$ cat config.mk
export PLATFORM = sky130hd
export DESIGN_NAME = dwr_par_guard
export DESIGN_NICKNAME = d
export VERILOG_FILES = /design/src/rtl/dwr_pkg.sv /design/src/rtl/dwr_phase.sv /design/src/rtl/dwr_entry.sv /design/src/rtl/dwr_status.sv /design/src/rtl/dwr_par_guard.sv
export SDC_FILE = /design/constraint.sdc
export NUM_CORES = 1
export LEC_CHECK = 0
export BUFFER_PORTS_ARGS = -buffer_cell sky130_fd_sc_hd__buf_2
export CAP_MARGIN = 20
export CORE_MARGIN = 4
export CORE_UTILIZATION = 50
export DETAILED_ROUTE_END_ITERATION = 12
export PLACE_DENSITY = 0.76
export SLEW_MARGIN = 25
export SYNTH_ARGS = -nofsm -noshare
export SYNTH_HDL_FRONTEND = slang
export SYNTH_SLANG_ARGS = --single-unit
$ cat constraint.sdc
create_clock -name clk -period 3.1 [get_ports clk]
set_input_delay 0.62 -clock clk [delete_from_list [all_inputs] [get_ports clk]]
set_output_delay 0.62 -clock clk [all_outputs]
set_load 0.02 [all_outputs]
$ cat src/rtl/dwr_pkg.sv
package dwr_pkg;
    localparam int DW     = 32;
    localparam int BW     = DW / 8;
    localparam int STAT_W = 3;
    localparam int ST_DET = 0;
    localparam int ST_FAR = 1;
    localparam int ST_FWD = 2;

    typedef enum logic [1:0] {PH_IDLE, PH_DATA, PH_CHK, PH_RESP} ph_t;

    typedef struct packed {
        logic [DW-1:0] addr;
        logic [BW-1:0] cmd;
        logic          apar;
        logic [DW-1:0] data;
        logic [BW-1:0] be_n;
        logic          dpar;
    } dw_req_t;

    function automatic logic even_par(input logic [DW-1:0] d, input logic [BW-1:0] c);
        return ^{d, c};
    endfunction
endpackage

$ cat src/rtl/dwr_phase.sv
module dwr_phase
    import dwr_pkg::*;
(
    input  logic          clk,
    input  logic          rst,
    input  logic          frame_n,
    input  logic          irdy_n,
    input  logic [DW-1:0] ad,
    input  logic [BW-1:0] cbe_n,
    input  logic          par,
    output dw_req_t       req,
    output logic          multi,
    output logic          dperr,
    output logic          in_resp,
    output logic          resp_first,
    output logic          dp_bad_now
);
    ph_t  state;
    logic apar_pend;
    logic first;

    assign dp_bad_now = (state == PH_CHK) && (par != even_par(req.data, req.be_n));
    assign in_resp    = (state == PH_RESP);
    assign resp_first = in_resp && first;

    always_ff @(posedge clk) begin
        if (rst) begin
            state     <= PH_IDLE;
            req       <= '0;
            apar_pend <= 1'b0;
            multi     <= 1'b0;
            dperr     <= 1'b0;
            first     <= 1'b0;
        end else begin
            unique case (state)
                PH_IDLE: begin
                    if (!frame_n) begin
                        req.addr  <= ad;
                        req.cmd   <= cbe_n;
                        apar_pend <= 1'b1;
                        state     <= PH_DATA;
                    end
                end
                PH_DATA: begin
                    if (apar_pend) begin
                        req.apar  <= par;
                        apar_pend <= 1'b0;
                    end
                    if (!irdy_n) begin
                        req.data <= ad;
                        req.be_n <= cbe_n;
                        multi    <= !frame_n;
                        state    <= PH_CHK;
                    end
                end
                PH_CHK: begin
                    req.dpar <= par;
                    dperr    <= dp_bad_now;
                    first    <= 1'b1;
                    state    <= PH_RESP;
                end
                PH_RESP: begin
                    first <= 1'b0;
                    if (frame_n && irdy_n) state <= PH_IDLE;
                end
                default: state <= PH_IDLE;
            endcase
        end
    end

    // the response opens only after the data-parity clock
    a_r2_resp_after_chk: assert property (@(posedge clk) disable iff (rst)
        $rose(in_resp) |-> $past(state) == PH_CHK);
endmodule

$ cat src/rtl/dwr_entry.sv
module dwr_entry
    import dwr_pkg::*;
(
    input  logic          clk,
    input  logic          rst,
    input  logic          offer,
    input  logic          free,
    input  logic [DW-1:0] key_addr,
    input  logic [BW-1:0] key_cmd,
    input  logic [BW-1:0] key_be_n,
    input  logic [DW-1:0] key_data,
    output logic          q_wr,
    output logic          q_hit
);
    logic          valid;
    logic [DW-1:0] e_addr;
    logic [BW-1:0] e_cmd;
    logic [BW-1:0] e_be_n;
    logic [DW-1:0] e_data;
    logic          match;

    assign match = (e_addr == key_addr) && (e_cmd == key_cmd) &&
                   (e_be_n == key_be_n) && (e_data == key_data);
    assign q_wr  = offer && !valid;
    assign q_hit = offer && valid && match;

    always_ff @(posedge clk) begin
        if (rst) begin
            valid  <= 1'b0;
            e_addr <= '0;
            e_cmd  <= '0;
            e_be_n <= '0;
            e_data <= '0;
        end else if (q_wr) begin
            valid  <= 1'b1;
            e_addr <= key_addr;
            e_cmd  <= key_cmd;
            e_be_n <= key_be_n;
            e_data <= key_data;
        end else if (free) begin
            valid <= 1'b0;
        end
    end

    // once stored, the entry is not stored again next clock
    a_r11_single_store: assert property (@(posedge clk) disable iff (rst)
        q_wr |=> (valid && !q_wr));
    // a free with no store empties the entry
    a_r12_free_clears: assert property (@(posedge clk) disable iff (rst)
        (free && !q_wr) |=> !valid);
endmodule

$ cat src/rtl/dwr_status.sv
module dwr_status
    import dwr_pkg::*;
(
    input  logic              clk,
    input  logic              rst,
    input  logic              dp_bad,
    input  logic              xfer_bad,
    input  logic              far_perr,
    input  logic              resp_en_far,
    input  logic [STAT_W-1:0] clr,
    output logic [STAT_W-1:0] stat,
    output logic              perr_n
);
    logic [STAT_W-1:0] set;
    logic              p1;

    always_comb begin
        set         = '0;
        set[ST_DET] = dp_bad;
        set[ST_FAR] = far_perr && resp_en_far;
        set[ST_FWD] = far_perr;
    end

    for (genvar i = 0; i < STAT_W; i++) begin : g_bit
        always_ff @(posedge clk) begin
            if (rst) stat[i] <= 1'b0;
            else     stat[i] <= (stat[i] && !clr[i]) || set[i];
        end
        // a set bit survives any clock without its clear strobe
        a_r9_sticky: assert property (@(posedge clk) disable iff (rst)
            (stat[i] && !clr[i]) |=> stat[i]);
    end

    always_ff @(posedge clk) begin
        if (rst) begin
            p1     <= 1'b0;
            perr_n <= 1'b1;
        end else begin
            p1     <= xfer_bad;
            perr_n <= !p1;
        end
    end

    // report lags the bad transfer by two clocks and lasts one
    a_r7_perr_lag: assert property (@(posedge clk) disable iff (rst)
        !perr_n |-> $past(xfer_bad, 2));
    a_r7_perr_pulse: assert property (@(posedge clk) disable iff (rst)
        !perr_n |=> perr_n);
endmodule

$ cat src/rtl/dwr_par_guard.sv
module dwr_par_guard
    import dwr_pkg::*;
(
    input  logic              clk,
    input  logic              rst,
    input  logic              frame_n,
    input  logic              irdy_n,
    input  logic [DW-1:0]     ad,
    input  logic [BW-1:0]     cbe_n,
    input  logic              par,
    input  logic              resp_en_near,
    input  logic              resp_en_far,
    input  logic              far_perr,
    input  logic              far_done,
    input  logic [STAT_W-1:0] stat_clr,
    output logic              trdy_n,
    output logic              stop_n,
    output logic              devsel_n,
    output logic              perr_n,
    output logic              q_wr,
    output logic              q_hit,
    output logic [DW-1:0]     q_addr,
    output logic [BW-1:0]     q_cmd,
    output logic              q_apar,
    output logic [DW-1:0]     q_data,
    output logic [BW-1:0]     q_be_n,
    output logic              q_dpar,
    output logic [STAT_W-1:0] stat
);
    dw_req_t req;
    logic    multi, dperr, in_resp, resp_first, dp_bad_now;
    logic    accept, offer, xfer_bad;

    dwr_phase u_phase (
        .clk(clk), .rst(rst), .frame_n(frame_n), .irdy_n(irdy_n),
        .ad(ad), .cbe_n(cbe_n), .par(par), .req(req), .multi(multi),
        .dperr(dperr), .in_resp(in_resp), .resp_first(resp_first),
        .dp_bad_now(dp_bad_now)
    );

    assign accept   = dperr && resp_en_near;
    assign offer    = resp_first && !accept;
    assign xfer_bad = resp_first && accept && !irdy_n;

    assign devsel_n = !in_resp;
    assign trdy_n   = !(in_resp && accept);
    assign stop_n   = !(in_resp && (!accept || multi));

    dwr_entry u_entry (
        .clk(clk), .rst(rst), .offer(offer), .free(far_done),
        .key_addr(req.addr), .key_cmd(req.cmd), .key_be_n(req.be_n),
        .key_data(req.data), .q_wr(q_wr), .q_hit(q_hit)
    );

    dwr_status u_status (
        .clk(clk), .rst(rst), .dp_bad(dp_bad_now), .xfer_bad(xfer_bad),
        .far_perr(far_perr), .resp_en_far(resp_en_far), .clr(stat_clr),
        .stat(stat), .perr_n(perr_n)
    );

    assign q_addr = req.addr;
    assign q_cmd  = req.cmd;
    assign q_apar = req.apar;
    assign q_data = req.data;
    assign q_be_n = req.be_n;
    assign q_dpar = req.dpar;

    // a queue strobe only ever rides on a retry response
    a_r4_queue_on_retry: assert property (@(posedge clk) disable iff (rst)
        q_wr |-> (!devsel_n && !stop_n && trdy_n));
    // with near response off the data phase is never accepted
    a_r8_no_accept_off: assert property (@(posedge clk) disable iff (rst)
        (!devsel_n && !resp_en_near) |-> trdy_n);
    // an accepted multi-phase write is disconnected
    a_r6_disconnect: assert property (@(posedge clk) disable iff (rst)
        (!trdy_n && multi) |-> !stop_n);
endmodule

# Word level (Yosys, flattened, before mapping)
# Cells that the tools add are included.
# totals
ff_bits	158
input_bits	48
# classes
eq_ne	11
n_mux	9
n_bitwise	2
n_reduce_logical	44
# ops
op	n
== test 32 bit	2
parity 36 bit	1
logical AND 1 bit	19
logical NOT 1 bit	11
== test 4 bit	2
one-hot mux 2 bit (4 select lines)	1
AND reduction 2 bit	4
2-to-1 mux 2 bit	3
nonzero test 2 bit	3
== test 2 bit, second input constant	2
logical OR 1 bit	4
inequality test 2 bit, second input constant	2
one-hot mux 1 bit (2 select lines)	2
2-to-1 mux 1 bit	3
AND reduction 3 bit	1
== test 2 x 1 -> 1 bit, second input constant	1
logical NOT 2 bit	1
inequality test 2 x 1 -> 1 bit, second input constant	1
NOT 1 bit	2
inequality test 1 bit	1

# Depth between registers and ports, before layout
# Gate-level depths: netlist (run 1).
# depth
word_depth	5
mapped_depth	7
mapped_depth_nobuf	6

# Modules after synthesis
# From an unflattened synthesis (run 1), not the netlist that was laid out.
# unflattened
cells_unflattened	853
hier_area_um2	6735.2
# modules_own_cells
mod	n_inst	cells_each	area_per_inst_um2	seq_area_each_um2
dwr_entry	1	437	3347.0	1461.4
dwr_phase	1	394	3169.3	1601.5
dwr_status	1	16	180.2	100.1
dwr_par_guard	1	6	38.8	0.0

# Worst setup path after synthesis (run 1)
# OpenSTA, ideal clock, no wires.
# synth_timing
path_type	reg2out
start	register, netlist name u_phase.req[42]
end	output q_hit
arrival_time_ns	2.142
path_slack_ns	0.338
path_stages_with_launch	7
cell_sequence	dfxtp_1 -> inv_1 -> o2bb2ai_1 -> or4_1 -> nor3_1 -> nand4_1 -> nor4_1
# synth_between
elab_chain_cells	5
# synth_rtl
item	line	rtl
== test 32 bit	dwr_entry.sv:22	assign match = (e_addr == key_addr) && (e_cmd == key_cmd) &&
logical AND 1 bit (2 in a row)	dwr_entry.sv:22	
logical AND 1 bit	dwr_entry.sv:23	(e_be_n == key_be_n) && (e_data == key_data);
logical AND 1 bit	dwr_entry.sv:25	assign q_hit = offer && valid && match;
to (decl)	dwr_par_guard.sv:21	output logic q_hit,
# Every way passes these cells.

# Worst setup path after layout (run 1)
# layout_timing
start	register u_entry.e_addr[19]
end	output q_hit
# layout_between
elab_chain_cells	5
# layout_rtl
item	line	rtl
from (decl)	dwr_entry.sv:16	logic [DW-1:0] e_addr;
from (signal assigned)	dwr_entry.sv:36	e_addr <= key_addr;
== test 32 bit	dwr_entry.sv:22	
logical AND 1 bit (2 in a row)	dwr_entry.sv:22	
logical AND 1 bit	dwr_entry.sv:23	
logical AND 1 bit	dwr_entry.sv:25	
# Every way passes these cells.

==> results of run 1 <==
[logic make-up after synthesis]
group	count (synthesis)
muxes	3
adders and majority gates	4
buffers and inverters	65
xor gates and xnor gates	92
and+or+nand+nor	350
AOI/OAI and AO/OA	166
DFF	158
[cell usage after synthesis]
cell type | number | area (um2)
nor2b_1 | 3 | 18.8
buf_1 | 1 | 3.75
o221ai_1 | 2 | 17.5
mux2i_1 | 3 | 30.0
a221oi_1 | 1 | 8.76
inv_1 | 15 | 56.3
or2_2 | 1 | 6.26
inv_2 | 1 | 3.75
nand3_1 | 4 | 20.0
xnor2_1 | 50 | 438
a211oi_1 | 2 | 15.0
o2bb2ai_1 | 3 | 26.3
clkbuf_1 | 48 | 180
nand4_1 | 10 | 62.6
o21ai_0 | 1 | 5.00
nor3_1 | 2 | 10.0
a22oi_1 | 2 | 15.0
nor4_1 | 11 | 68.8
nand2b_1 | 7 | 43.8
ha_1 | 4 | 50.1
xnor3_1 | 4 | 90.1
nor2_1 | 14 | 52.6
xor2_1 | 38 | 333
a21oi_1 | 151 | 756
o22ai_1 | 2 | 12.5
or4_1 | 1 | 7.51
a222oi_1 | 1 | 10.0
dfxtp_1 | 158 | 3160
o21ai_1 | 1 | 5.00
nand2_1 | 297 | 1110
[through the flow]
step	instances	setup WS (ns)	power (mW)
final	1135	0.102	6.48
after global routing	1135	-0.0656	6.79
after CTS	1135	0.0432	6.47
after detailed placement	1106	0.367	4.34
after global placement	1106	0.337	4.32
after floorplan	838	0.338	3.71
[final cells by class]
class	count	area, um2
clock buffer	21	460
clock inverter	8	140
fill	1094	4700
inverter	16	60.1
multi-input combinational	615	3240
sequential	158	3170
tap	172	215
timing repair buffer	145	791
[routing by layer]
layer | share of wire, % | GRT usage, % | wire, um
met2 | 46 | 39.8 | 8690
met5 | 0 | 0 | 0
met4 | 2.6 | 9.69 | 488
met1 | 42 | 32.5 | 7880
met3 | 8.8 | 7.91 | 1650
[worst paths after layout]
path | start | to | slack [ns] | cells past startpoint
hold / removal | u_status.p1$_SDFF_PP0_ | u_status.perr_n$_SDFF_PP1_ | 0.37 | 1
setup / recovery | u_entry.e_addr[19]$_SDFFE_PP0P_ | q_hit | 0.10 | 8
setup reg to reg | u_phase.req[3]$_SDFFE_PP0P_ | u_phase.dperr$_SDFFE_PP0P_ | 1.10 | 7
hold reg to reg | u_status.p1$_SDFF_PP0_ | u_status.perr_n$_SDFF_PP1_ | 0.37 | 1
[worst max-delay path, cell delays in order, from the launching register on]
cell and delay (ns):
dfxtp_1 0.32, inv_1 0.06, a222oi_1 0.32, nand4_1 0.15, nor4_1 0.34, nand4_1 0.15, nor4_2 0.30, buf_4 0.16
buf_2 0.16
[flip-flops by register name (all words and copies together) (netlist names)]
register           count
u_entry.e_cmd          4
u_phase.dperr          1
u_phase.multi          1
u_entry.e_be_n         4
u_phase.state          2
u_phase.first          1
u_entry.valid          1
u_entry.e_addr        32
u_status.perr_n        1
u_status.p1            1
u_phase.apar_pend      1
u_phase.req           74
u_status.stat          3
u_entry.e_data        32
[timing repair]
item | 4_1_cts | 5_1_grt
gates resized for setup | 0 | 7
hold endpoints to repair | 0 | 0
setup endpoints to repair | 0 | 1
setup buffers | 0 | 0
[power by group]
part / leakage, nW / internal, mW / switching (mW) / total [mW]
Clock: 0.298 / 1.37 / 0.784 / 2.15
Sequential: 1.28 / 2.23 / 0.244 / 2.48
Combinational: 1.75 / 0.720 / 1.13 / 1.85
Total: 3.33 / 4.32 / 2.16 / 6.48
==> impl_metrics.ini, run 1 <==
[floorplan]
start_util_pct = 51.9
ios = 131
core-area_um2 = 12800
die_x_um = 123
fp.dieArea_um2 = 15200
dieHeight_um = 123
rows = 41

[cells_and_area]
final_common_cell = nand2_1
fin_util_pct = 63.2
drive_gt1_share_pct = 19.0
post-route-cell-area_um2 = 8070
final_nets = 1005
n_antenna_cell = 0
syn_to_final_growth_pct = 21.9
final_cell_mix = nand2_1 (297), dfxtp_1 (154), a21oi_1 (151)

[routing]
post-route-drc-count = 0
drt_pass1_iterations = 5
drt-total-wl_mm = 18.7
vias = 6049
ant_nets = 0
drt_iter0_drc = 606
wl_per_cell_um = 16.5
via_per_inst = 5.33

[logic_synthesis]
synth_cells = 838
yosysWarnings = 0
synth-compound-area-share_pct = 13.1
ys_seq_area_share_pct = 47.8
synth.mux.area_fraction_pct = 0.453
synthSimpleGateAreaFrac_pct = 21.2
syn-cell-area_um2 = 6620
syn_avg_cell_area_um2 = 7.90
synth_seq_cells = 158
synth_fa_ha_area_share_pct = 0.756
synth-xor-area-share_pct = 13.0
synth_top_family_by_area = simple AND/OR/NAND/NOR gates
synth_nets = 890
ys_types = 30

[critical_path]
path_class = flop to primary output
critPathMaxFanout = 2
cp.required_ns = 2.48
worstPathArrival_ns = 2.38
end_kind = primary output
setup.worst_path.start_class = flop

[global_route]
grt_usage_pct = 25.2
grt_pass1_wl_mm = 29.5
grt_max_degree = 134
grt_antenna_before_repair = 0
grt_pass1_vias = 5688
overflow = 0

[clock_tree]
cts_buffer_depth = 2
htree_num_levels = 4
hold_buffers = 0
clk_pin_slew_worst_paths_ns = 0.06
clkLatencyLatePin_ns = 0.43
cts_tree = yes
cts_buffers = 17
numClockSinks = 158
cts_root_buf = clkbuf_16

[timing]
relSlewSlack_pct = 60.5
fin_setup_tns_ns = 0
setup_viol = 0
min_period_over_period_pct = 96.7
finClkSkew_ns = 0.00770
fin_hold_ws_ns = 0.375
layout_min_cycle_time_ns = 3.00
max_freq_mhz = 334
hold_viol_final = 0
drv_slew = 0
worst_pin_slew_ns = 0.593

[placed_design]
port_buffers = 130
gp_congestion = 0.921
placed_area_um2 = 7450
dp_hpwl_mm = 12.5

[power_and_ir_drop]
power_density_nw_per_um2 = 803
vdd.ir_drop.worst_mv = 0.388
p_leak_nw = 3.33

[run]
max-cap-violations = 0

[outcome]
outcome = complete, no violations

[min_path]
hold_path_class = flop to flop
Note: power is estimated with default switching activity, not from simulation.
==> inputs of run 2 (changes only) <==
- CORE_ASPECT_RATIO: default -> 1.25
- GPL_TIMING_DRIVEN: default -> 0
==> run 2 against run 1 <==
Compared with the run above: final area is 0.39% higher; worst setup slack worse by 0.032 ns; clock skew is 0.0017 ns higher; critical path type unchanged.
==> impl_metrics.ini, run 2 (synthesis results as in run 1) <==
[routing]
vias = 6175
via_per_inst = 5.30
ant_nets = 0
post-route-drc-count = 0
drt_pass1_iterations = 7
drt-total-wl_mm = 19.5
drt_iter0_drc = 464
wl_per_cell_um = 16.7

[cells_and_area]
drive_gt1_share_pct = 17.1
fin_cells = 1166
largest_register_ffs = 74
seq_area_um2 = 3170
post-route-cell-area_um2 = 8110
largest_register = u_phase.req
n_antenna_cell = 0
final_common_cell = nand2_1
fin_util_pct = 63.2
final_nets = 1037
fillers = 1145
multi_input_area_um2 = 3250
syn_to_final_growth_pct = 22.4
final_cell_mix = nand2_1 (297), dfxtp_1 (153), a21oi_1 (151)
largestRegisters = u_phase.req (74), u_entry.e_addr (32), u_entry.e_data (32)

[placed_design]
dp_hpwl_mm = 14.5
port_buffers = 129
numPlacedInstances = 1135
gp_congestion = 0.930
placed_area_um2 = 7480

[clock_tree]
cts_buffers = 17
cts_tree = yes
cts_root_buf = clkbuf_16
clkLatencyLatePin_ns = 0.43
hold_buffers = 0
clk_pin_slew_worst_paths_ns = 0.06
cts_setup_buffers = 0
htree_num_levels = 4
cts_buffer_depth = 2
numClockSinks = 158

[timing]
layout_min_cycle_time_ns = 3.03
relSlewSlack_pct = 53.5
hold_viol_final = 0
setup_viol = 0
drv_slew = 0
min_period_over_period_pct = 97.7
max_freq_mhz = 330
fin_setup_tns_ns = 0
worst_pin_slew_ns = 0.698
rsz0062_at_grt = false
finClkSkew_ns = 0.00939

[critical_path]
end_kind = primary output
r2r_cells = 7
rrSetupSlack_ns = 0.79
crit-reg2reg-launch = u_phase.state[0]$_SDFFE_PP0P_
critPathMaxFanout = 5
rr_endpoint = u_entry.e_addr[16]$_SDFFE_PP0P_
crit_path_start = u_phase.req[34]$_SDFFE_PP0P_
cp.required_ns = 2.48
worstPathArrival_ns = 2.41
setup.worst_path.start_class = flop
crit_end = q_hit
path_class = flop to primary output

[run]
max-cap-violations = 0

[floorplan]
dieHeight_um = 137
ios = 131
die_x_um = 111
rows = 46
core-area_um2 = 12800
start_util_pct = 51.6
fp.dieArea_um2 = 15200

[power_and_ir_drop]
p_leak_nw = 3.28
power_mw = 6.41
switching_share_pct = 34.9
power_density_nw_per_um2 = 791
power_frac_comb_pct = 28.3
switching_power_mw = 2.24
p_int_mw = 4.18
vdd.ir_drop.worst_mv = 0.465
p_clk_share_pct = 32.5
power_frac_seq_pct = 39.2

[outcome]
outcome = complete, no violations

[min_path]
hold_path_class = flop to flop

[global_route]
overflow = 0
grt_antenna_before_repair = 0
grt_pass1_wl_mm = 30.0
grt_max_degree = 20
grt_usage_pct = 25.5
grt_pass1_vias = 5692
-- run 2: cell types whose count changed in the layout (fill, tap and decap cells not counted), sizes merged --
| cell | delta |
|---|---|
| buf | -15 |
| bufinv | -2 |
| clkbuf | +46 |
| clkinvlp | +5 |
| inv | +1 |
-- run 2: through the flow --
stage | hold slack [ns] | setup slack (ns)
floorplan | 0.356 | 0.338
global placement | 0.358 | 0.253
detailed placement | 0.364 | 0.267
CTS | 0.379 | 0.0377
global route | 0.401 | 0.0173
finish | 0.375 | 0.0698
-- run 2: critical path: stages, from the launching register on --
cell     delay [ns]
dfxtp_2        0.35
inv_1          0.09
o22ai_1        0.13
or4_1          0.62
nor3_2         0.23
nand4_1        0.17
nor4_4         0.19
buf_2          0.21
-- run 2: worst min-delay path by stage --
stage                      startpoint                    endpoint  slack [ns]  cells after the start
2_1_floorplan  u_status.p1$_SDFF_PP0_  u_status.perr_n$_SDFF_PP1_        0.36                      1
3_3_place_gp   u_status.p1$_SDFF_PP0_  u_status.perr_n$_SDFF_PP1_        0.36                      1
3_5_place_dp   u_status.p1$_SDFF_PP0_  u_status.perr_n$_SDFF_PP1_        0.36                      1
4_1_cts        u_status.p1$_SDFF_PP0_  u_status.perr_n$_SDFF_PP1_        0.38                      1
5_1_grt        u_status.p1$_SDFF_PP0_  u_status.perr_n$_SDFF_PP1_        0.40                      1
6_report       u_status.p1$_SDFF_PP0_  u_status.perr_n$_SDFF_PP1_        0.38                      1
-- run 2: area by class of cell --
cell class | instances | share of cell area (%)
Buffer | 48 | 2.22
Clock buffer | 20 | 5.63
Clock inverter | 12 | 1.70
Inverter | 16 | 0.741
Multi-Input combinational cell | 615 | 40.0
Sequential cell | 158 | 39.1
Tap cell | 168 | 2.59
Timing Repair Buffer | 129 | 7.97
-- run 2: layer usage --
metal,GRT usage [%],part of all wire [%],up-vias
li1,-,-,3015
met1,30.7,41,2866
met2,43.0,48,245
met3,6.41,6.7,49
met4,11.9,4.1,0
met5,0,0,-
-- run 2: what timing repair did --
action	CTS	global route
resized for setup	2	8
endpoints found under the setup margin	2	1
cloned	0	0
pin swaps	1	0
-- run 2: power by group through the flow --
stage                     Clock, mW  Sequential, mW  Combinational (mW)
final                          2.08            2.52                1.82
after global routing           2.18            2.54                1.98
after CTS                      2.10            2.51                1.80
after detailed placement          0            2.55                1.78
after global placement            0            2.55                1.76
after floorplan                   0            2.68                1.03
==> inputs of run 3 (changes only) <==
- clock period: 3.1 -> 3.5 ns (I/O delays scaled with it)
==> run 3 against run 2 <==
Compared with the run above: clock power down 12%; final cell count about the same; critical path type unchanged; via count up 0.28%; sequential share of layout area up 0.074 points; highest routed layer unchanged; non-clock buffer count up 1; clock-buffer cell count unchanged.
==> impl_metrics.ini, run 3 (synthesis results as in run 1) <==
[outcome]
outcome = complete, no violations

[floorplan]
die_x_um = 111
core-area_um2 = 12800
rows = 46
fp.dieArea_um2 = 15200
dieHeight_um = 137
start_util_pct = 51.6
ios = 131

[timing]
worst_pin_slew_ns = 0.685
setup_ws_ns = 0.107
max_freq_mhz = 295
min_period_over_period_pct = 97.0
fin_hold_ws_ns = 0.375
drv_slew = 0
setup_viol = 0
hold_viol_final = 0
layout_min_cycle_time_ns = 3.39
finClkSkew_ns = 0.0110
rsz0062_at_grt = false
fin_setup_tns_ns = 0
relSlewSlack_pct = 54.3

[power_and_ir_drop]
switching_power_mw = 1.97
vdd.ir_drop.worst_mv = 0.412
switching_share_pct = 34.8
power_frac_comb_pct = 28.2
p_int_mw = 3.69
power_frac_seq_pct = 39.3
power_density_nw_per_um2 = 701
p_leak_nw = 3.27
p_clk_share_pct = 32.5

[critical_path]
path_class = flop to primary output
critPathMaxFanout = 5
setup.worst_path.start_class = flop
worstPathArrival_ns = 2.69
cp.required_ns = 2.80
end_kind = primary output
r2r_cells = 7

[cells_and_area]
final_common_cell = nand2_1
largestRegisters = u_phase.req (74), u_entry.e_addr (32), u_entry.e_data (32)
largest_register = u_phase.req
seq_area_um2 = 3160
fillers = 1157
drive_gt1_share_pct = 16.2
final_cell_mix = nand2_1 (297), dfxtp_1 (158), a21oi_1 (151)
final_nets = 1038
syn_to_final_growth_pct = 21.9
n_antenna_cell = 0
multi_input_area_um2 = 3220
largest_register_ffs = 74

[clock_tree]
cts_buffer_depth = 2
cts_buffers = 17
cts_tree = yes
numClockSinks = 158
cts_root_buf = clkbuf_16
clk_pin_slew_worst_paths_ns = 0.06
cts-resized-gates = 0
clkLatencyLatePin_ns = 0.43
cts_setup_buffers = 0
htree_num_levels = 4
hold_buffers = 0

[min_path]
holdPathStages = 1
hold_path_class = flop to flop

[global_route]
grt_antenna_before_repair = 0
overflow = 0
grt_max_degree = 17
grt_pass1_wl_mm = 30.0
grt_pass1_vias = 5728
grt_usage_pct = 25.5

[routing]
wl_per_cell_um = 16.6
ant_nets = 0
drt-total-wl_mm = 19.4
via_per_inst = 5.31
post-route-drc-count = 0
vias = 6192
drt_iter0_drc = 513
drt_pass1_iterations = 5

[placed_design]
pre_cts_slack_ns = 0.507
port_buffers = 129
dp_hpwl_mm = 14.5
gp_congestion = 0.930

[run]
max-cap-violations = 0
## run 3: changes by cell type in the layout (fill, tap and decap cells not counted), sizes merged
| cell | before | now |
|---|---|---|
| clkbuf | 67 | 68 |
## run 3: power groups by stage
stage | Clock, mW | Combinational [mW] | Sequential [mW]
final | 1.84 | 1.59 | 2.23
after global routing | 1.93 | 1.73 | 2.25
after CTS | 1.86 | 1.59 | 2.22
after detailed placement | 0 | 1.58 | 2.26
after global placement | 0 | 1.56 | 2.26
after floorplan | 0 | 0.913 | 2.37
## run 3: metal layers
| layer | vias up | global-route usage (%) | part of all wire (%) |
|---|---|---|---|
| li1 | 3021 | - | - |
| met1 | 2857 | 30.5 | 39 |
| met2 | 260 | 42.7 | 48 |
| met3 | 54 | 6.72 | 8.0 |
| met4 | 0 | 12.7 | 4.5 |
| met5 | - | 0 | 0 |
## run 3: stage by stage
step	util [%]	instance area [um2]	std cells	power, mW
global route	62.9	8070	1167	5.91
floorplan	-	6620	838	3.29
global placement	58.3	7480	1135	3.82
CTS	62.9	8070	1167	5.67
detailed placement	58.3	7480	1135	3.84
finish	62.9	8070	1167	5.66
## run 3: critical path: stages (launching register included)
cell and delay [ns]:
dfxtp_1 0.37, inv_1 0.11, o22ai_1 0.12, or4_1 0.60
nor3_1 0.26, nand4_1 0.12, nor4_1 0.44, buf_2 0.25
## run 3: area by class of cell
type | count | share of cell area (%)
clock inverters | 12 | 1.70
well taps | 168 | 2.60
clock buffers | 20 | 5.66
multi-input cells | 615 | 39.8
repair buffers | 129 | 8.00
plain buffers | 49 | 2.28
flip-flops and latches | 158 | 39.2
inverters | 16 | 0.744
## run 3: final timing paths
path / from / to / slack [ns]
setup / recovery: u_phase.req[34]$_SDFFE_PP0P_ / q_hit / 0.11
hold reg to reg: u_status.p1$_SDFF_PP0_ / u_status.perr_n$_SDFF_PP1_ / 0.37
setup reg to reg: u_phase.state[0]$_SDFFE_PP0P_ / u_entry.e_data[4]$_SDFFE_PP0P_ / 1.23
hold / removal: u_status.p1$_SDFF_PP0_ / u_status.perr_n$_SDFF_PP1_ / 0.37
